<file path="config.mk">
export PLATFORM = sky130hd
export DESIGN_NAME = mux_regport
export DESIGN_NICKNAME = d
export VERILOG_FILES = /design/src/rtl/mux_regport.sv
export SDC_FILE = /design/constraint.sdc
export NUM_CORES = 1
export LEC_CHECK = 0
export ABC_CLOCK_PERIOD_IN_PS = 3700
export BUFFER_PORTS_ARGS = -buffer_cell sky130_fd_sc_hd__buf_2
export CAP_MARGIN = 20
export CORE_AREA = 5 5 209 211
export DETAILED_ROUTE_END_ITERATION = 10
export DIE_AREA = 0 0 214 216
export GPL_TIMING_DRIVEN = 0
export SLEW_MARGIN = 30
export SYNTH_ARGS = -nofsm -noshare
export SYNTH_HDL_FRONTEND = slang
export SYNTH_SLANG_ARGS = --single-unit
</file>
<file path="constraint.sdc">
create_clock -name clk -period 3.7 [get_ports clk]
set_input_delay 0.37 -clock clk [delete_from_list [all_inputs] [get_ports clk]]
set_output_delay 0.37 -clock clk [all_outputs]
set_load 0.03 [all_outputs]
</file>
<file path="src/rtl/mux_regport.sv">
module mux_regport #(
  parameter int NREG = 32,
  parameter int DW = 8,
  parameter logic [NREG-1:0] CTRL_MASK = 32'h0000_FFFF,
  parameter logic [NREG-1:0] WO_MASK   = 32'h0000_F000,
  parameter logic [NREG-1:0] STAT_MASK = 32'h00FF_0000,
  localparam int AW = $clog2(NREG)
) (
  input  logic             clk,
  input  logic             rst_n,
  input  logic             cs,
  input  logic             ale,
  input  logic             wr_n,
  input  logic             rd_n,
  input  logic [DW-1:0]    bus_in,
  output logic [DW-1:0]    bus_out,
  output logic             bus_oe,
  input  logic             h2_we,
  input  logic [AW-1:0]    h2_addr,
  input  logic [DW-1:0]    h2_wdata,
  input  logic [NREG*DW-1:0] stat_in,
  output logic [NREG*DW-1:0] ctrl_q
);

  logic [1:0]    ale_y, cs_y, wr_y;
  logic [DW-1:0] bus_y, bus_s;
  logic          wr_d;
  logic [AW-1:0] addr_q;
  logic [DW-1:0] wdat_q;
  logic [DW-1:0] regs [NREG];
  logic [DW-1:0] rd_val;

  wire ale_s = ale_y[1];
  wire cs_s  = cs_y[1];
  wire wr_s  = wr_y[1];

  always_ff @(posedge clk or negedge rst_n)
    if (!rst_n) begin
      ale_y <= '0;
      cs_y  <= '0;
      wr_y  <= '1;
      bus_y <= '0;
      bus_s <= '0;
      wr_d  <= 1'b1;
    end else begin
      ale_y <= {ale_y[0], ale};
      cs_y  <= {cs_y[0], cs};
      wr_y  <= {wr_y[0], wr_n};
      bus_y <= bus_in;
      bus_s <= bus_y;
      wr_d  <= wr_s;
    end

  wire commit  = cs_s & wr_s & ~wr_d;
  wire mux_hit = commit & CTRL_MASK[addr_q];
  wire h2_hit  = h2_we & CTRL_MASK[h2_addr];

  always_ff @(posedge clk or negedge rst_n)
    if (!rst_n) begin
      addr_q <= '0;
      wdat_q <= '0;
    end else begin
      if (ale_s) addr_q <= bus_s[AW-1:0];
      if (cs_s && !wr_s) wdat_q <= bus_s;
    end

  always_ff @(posedge clk or negedge rst_n)
    if (!rst_n) begin
      for (int i = 0; i < NREG; i++) regs[i] <= '0;
    end else begin
      for (int i = 0; i < NREG; i++)
        if (mux_hit && addr_q == AW'(i)) regs[i] <= wdat_q;
        else if (h2_hit && h2_addr == AW'(i)) regs[i] <= h2_wdata;
    end

  for (genvar g = 0; g < NREG; g++) begin : g_out
    assign ctrl_q[g*DW +: DW] = regs[g];
  end

  always_comb begin
    rd_val = '0;
    if (STAT_MASK[addr_q]) rd_val = stat_in[addr_q*DW +: DW];
    else if (CTRL_MASK[addr_q] && !WO_MASK[addr_q]) rd_val = regs[addr_q];
  end

  assign bus_out = rd_val;
  assign bus_oe  = cs & ~rd_n;

  AST_ADDR_HOLD: assert property (@(posedge clk) disable iff (!rst_n)
    !ale_s |=> $stable(addr_q));
  AST_COMMIT_DATA: assert property (@(posedge clk) disable iff (!rst_n)
    mux_hit |=> regs[$past(addr_q)] == $past(wdat_q));
  AST_CS_GATE: assert property (@(posedge clk) disable iff (!rst_n)
    (!cs_s && !h2_we) |=> $stable(ctrl_q));
  AST_WO_READ_ZERO: assert property (@(posedge clk) disable iff (!rst_n)
    (bus_oe && WO_MASK[addr_q]) |-> bus_out == '0);
  AST_ARB_WIN: assert property (@(posedge clk) disable iff (!rst_n)
    (mux_hit && h2_hit && h2_addr == addr_q) |=> regs[$past(h2_addr)] != $past(h2_wdata) || $past(h2_wdata) == $past(wdat_q));

endmodule

</file>
== Word level (Yosys, flattened, before mapping) ==
Memory sizes are Yosys's and may differ from the RTL's.
Index checks and enable logic that the tools add are counted.
Cells by class
  magnitude comparators: 3
  equality and inequality tests: 62
  shift-type cells: 1
  muxes and demuxes: 73
  bitwise operators: 8
  reductions and logical operators: 102
Operator list (number)
  8-bit two-way mux: 68
  256-bit by 9-bit variable part select with 8-bit output: 1
  5-bit equality test, second input constant: 32
  5-bit by 4-bit equality test with 1-bit output, second input constant: 16
  1-bit logical AND: 66
  2-bit nonzero test: 32
  8-bit binary-select mux with 5-bit select: 1
  5-bit by 3-bit equality test with 1-bit output, second input constant: 8
  5-bit by 2-bit equality test with 1-bit output, second input constant: 4
  5-bit by 6-bit < comparator with 1-bit output, second input constant: 2
  5-bit by 1-bit equality test with 1-bit output, second input constant: 2
  5-bit zero test: 2
  6-bit >= comparator, second input constant: 1
  5-bit inverter with 6-bit output: 1
  1-bit bitwise AND: 5
  1-bit two-way mux: 4
  1-bit zero test: 2
  1-bit inverter: 2
Word-level totals
  bits in registers: 292
  ROM bits: 128
  input port bits: 284
  output and inout port bits: 265
  logic and storage cells: 293
  memories: 4
Memories
  (no name shown): words 32, bits a word 1, rd ports 1, clocked after Yosys merged registers in 0, wr ports 0, RTL line 83  | else if (CTRL_MASK[addr_q] && !WO_MASK[addr_q]) rd_val = regs[addr_q];
  (no name shown): words 32, bits a word 1, rd ports 1, clocked after Yosys merged registers in 0, wr ports 0, RTL line 83
  (no name shown): words 32, bits a word 1, rd ports 1, clocked after Yosys merged registers in 0, wr ports 0, RTL line 82  | if (STAT_MASK[addr_q]) rd_val = stat_in[addr_q*DW +: DW];
  (no name shown): words 32, bits a word 1, rd ports 1, clocked after Yosys merged registers in 0, wr ports 0, RTL line 56  | wire h2_hit = h2_we & CTRL_MASK[h2_addr];

== Depth between registers and ports, before layout ==
  depth in word-level cells: 6
  depth in mapped cells: 7
  depth with buffers taken out: 4

== Least setup slack after synthesis ==
No wires, ideal clock.
  path type: reg-to-output
  from: register addr_q[0]
  to: output port bus_out[0]
  data arrival time: 1.784 ns
  required time: 3.330 ns
  path slack: 1.546 ns
  stages on the path, launching flop included: 7
  path buffers: 2
  cell sequence: dfrtp_1 -> buf_6 -> buf_6 -> mux4_2 -> mux2_2 -> nand2_1 -> nand3_1
Between the ends
  word-level cells in the longest chain between the ends: 6
  elaborated cells on any way between the ends: 15
  those cells by class: shift (1); mux (8); bitwise (1); reduce/logical (2); memory (3)
Ends and longest elaborated chain
  start, declared: RTL line 28  | logic [AW-1:0] addr_q;
  start signal, assigned: RTL line 63  | if (ale_s) addr_q <= bus_s[AW-1:0];
  memory read 32 x 1 bit or 5-bit inverter with 6-bit output (tied branches)
  1-bit two-way mux (not written as such) or 8-bit binary-select mux with 5-bit select (tied branches): RTL line 83
  1-bit zero test or 8-bit two-way mux (tied branches): RTL line 83
  1-bit logical AND or 8-bit two-way mux (tied branches): RTL line 83
  8-bit two-way mux: RTL line 83
  8-bit two-way mux *: RTL line 82
  end, declared: RTL line 16  | output logic [DW-1:0] bus_out,
Every way passes the cells marked *; elsewhere a longest branch is shown, timed or not. The select of a mux whose other input is x is not followed.

== Final worst setup path ==
Ends and elaborated chain as after synthesis.

==> impl_metrics.ini <==
[synthesis]
synthFlopType = dfrtp_1
synth.cell_area_um2 = 12310
syn_inst = 1048
yosysTopAreaCell = dfrtp_1
ys_seq_area_share_pct = 59.40
ys_seq_elements = 292
synth_top_area_share_pct = 58.76
synth_common_cells = dfrtp_1 (289), clkbuf_1 (154), mux2i_1 (146)
ys_top_cells_by_area = dfrtp_1 (59%), mux2i_1 (12%), mux4_2 (5.7%)
synthArstFlopShare_pct = 100.0
synth_fp_nets = 1332
yosysWarnings = 0
synth_most_common_cell = dfrtp_1
synth_edf_count = 0
syn_area_per_cell_um2 = 11.74
ys_types = 37

[detailed_routing]
routedWlPerCell_um = 21.92
route.detailed.drc = 0
first_iter_violations = 680
wl_met3_mm = 4.543
via_count = 9540
met1_length_mm = 17.64
routed_wl_mm = 44.29
wl_met2_mm = 19.89
top_layer_used = met5
drt_pass1_iterations = 5
detail-route-antenna-nets = 0
vias_per_cell = 4.720

[sta]
fmax_ghz = 0.3191
tightest_slew_ns = 0.8958
finClkSkew_ns = 0.01310
rsz0062_at_grt = no
finalHoldViolations = 0
timing.hold.ws_ns = 0.2760
setup_viol = 0
drv_slew = 0
finalCritPeriodShare_pct = 84.69
fin_crit_ns = 3.133
tns_ns = 0
relSlewSlack_pct = 40.12

[cts]
ctsResizeCount = 0
htreeDepth = 2
cts_root_buf = clkbuf_16
cts.path.max_buffers = 3
cts.sinks = 292
cts_tree = done
clkSlewWorstSetupHoldPaths_ns = 0.06
postCtsSetupRepairBufs = 0
cts_hold_buf = 12
insertion_delay_ns = 0.53
numCtsBuffers = 34

[global_route]
grt.total_usage_pct = 18.84
grt.overflow.total = 0
grt_max_degree = 89
antenna_found_initial = 5
grt_pass1_vias = 10260
grt_pass1_wl_mm = 65.78

[placement]
dp_cells = 1946
io_buffers = 356
hpwl_mm = 33.73
gp_congestion = 0.8696

[critical_path]
arrival_ns = 2.76
r2r-end = ctrl_q[119]
cp_max_fo = 10
end_kind = primary output
r2r_start = addr_q[0]
cp.required_ns = 3.33
cp-start-kind = flop
r2r_slack_ns = 1.56
reg2regPathDepth = 7
criticalPathCategory = flop to primary output

[worst_hold_path]
hold-path-endpoint = ctrl_q[106]
hold_depth = 3
min-delay-start = h2_wdata[2]
min_path_type = input port to flop

[layout]
fin_cells = 2021
layout.nets = 1739
fin_util_pct = 38.77
fill_cells = 4087
drive_gt1_share_pct = 34.28
area_growth_pct = 30.93

[pwr]
p_sw_mw = 3.571
p_clk_share_pct = 33.2
leakage_nw = 7.985
p_comb_share_pct = 26.9
p_int_mw = 6.552
ir_drop_uv = 400.0
p_per_area_nw_per_um2 = 628.2
total_power_mw = 10.12
power_frac_seq_pct = 39.9
sw_frac_of_total_pct = 35.27

[floorplanning]
rows = 75
core_area_um2 = 41570
io_pins = 549
die_area_um2 = 46220
die_y_um = 216
die_w_um = 214
initial_utilization_pct = 29.61

[status]
outcome = complete, no violations

[job]
drv_cap = 0
cells by family after synthesis:
group	count (synthesis)	synth area share (%)
AO/OA/AOI/OAI	144	6.191
buffers and inverters	202	7.035
flip-flops	292	59.40
multiplexers	197	19.38
AND/OR/NAND/NOR	213	8.000
metal layers:
metal  global-route usage [%]  vias up
met5                        0        -
met4                    9.019        4
met3                    6.684      112
met2                    29.80      485
met1                    23.12     4644
li1                         -     4295
final cells by class:
cell class	instances	area (um^2)	share of cell area, %
buffer	202	865.8	5.373
tap	539	674.4	4.185
antenna	3	7.507	0.04658
timing repair buffer	371	1994	12.38
multi-input combinational	554	4136	25.67
sequential	292	7311	45.36
clock inverter	5	52.55	0.3261
clock buffer	55	1074	6.661
state kept, by name, summed over array words and instances, names as in the netlist:
signal  flops
wr_d        1
addr_q      5
cs_y        2
ctrl_q    256
bus_y       8
wdat_q      8
wr_y        2
bus_s       8
ale_y       2
power by group through the flow:
stage	Combinational, mW	Sequential [mW]	Clock (mW)
after detailed placement	2.75	4.08	0
after floorplan	0.884	4.76	0
after global routing	2.91	4.08	3.60
final	2.73	4.04	3.36
after CTS	2.77	4.03	3.47
after global placement	2.72	4.06	0
how the worst max path moves through the flow:
| stage | startpoint | end | slack [ns] | cells past startpoint |
|---|---|---|---|---|
| after global routing | addr_q[0] | bus_out[0] | 0.44 | 7 |
| after CTS | addr_q[0] | bus_out[0] | 0.49 | 7 |
| after detailed placement | addr_q[0] | bus_out[0] | 1.07 | 7 |
| after global placement | rst_n | ctrl_q[6] | -3.20 | 1 |
| after floorplan | addr_q[0] | bus_out[0] | 1.55 | 6 |
| final | addr_q[0] | bus_out[0] | 0.57 | 7 |
critical path: stages (launching register included):
cell and delay (ns):
dfrtp_1 0.45, buf_6 0.25, buf_6 0.21, buf_4 0.26, mux4_2 0.56, nand2_1 0.14, nand3_1 0.14, buf_2 0.21
per-stage QoR:
step / worst slack (ns) / cell area, um^2
2_1_floorplan: 1.546 / 12310
3_3_place_gp: -3.198 / 14760
3_5_place_dp: 1.075 / 14860
4_1_cts: 0.4944 / 16100
5_1_grt: 0.4377 / 16110
6_report: 0.5666 / 16120
cell usage in the layout, fill, tap and decap left out, types with 2 or more instances in the layout:
| master | Yosys | final |
|---|---|---|
| diode_2 | 0 | 3 |
| nor2b_1 | 9 | 9 |
| nor2_1 | 110 | 110 |
| buf_1 | 11 | 11 |
| a22oi_1 | 7 | 7 |
| buf_16 | 0 | 3 |
| buf_6 | 9 | 9 |
| and3_1 | 3 | 3 |
| dlygate4sd3_1 | 0 | 12 |
| nor3_1 | 3 | 2 |
| o211ai_1 | 8 | 8 |
| or3_1 | 4 | 4 |
| nand2b_1 | 2 | 2 |
| mux4_2 | 31 | 31 |
| a21oi_1 | 104 | 104 |
| nand3b_1 | 2 | 2 |
| dfrtp_1 | 289 | 289 |
| clkbuf_16 | 0 | 37 |
| or4_1 | 6 | 6 |
| dfstp_2 | 3 | 3 |
| clkinv_2 | 0 | 3 |
| clkbuf_8 | 0 | 8 |
| buf_2 | 17 | 372 |
| clkbuf_1 | 154 | 164 |
| clkbuf_2 | 9 | 9 |
| nand3_1 | 11 | 11 |
| mux2_2 | 20 | 20 |
| o21ai_0 | 24 | 24 |
| mux2i_1 | 146 | 146 |
| buf_4 | 2 | 2 |
| nand2_1 | 52 | 52 |
(Power assumes the default switching activity.)
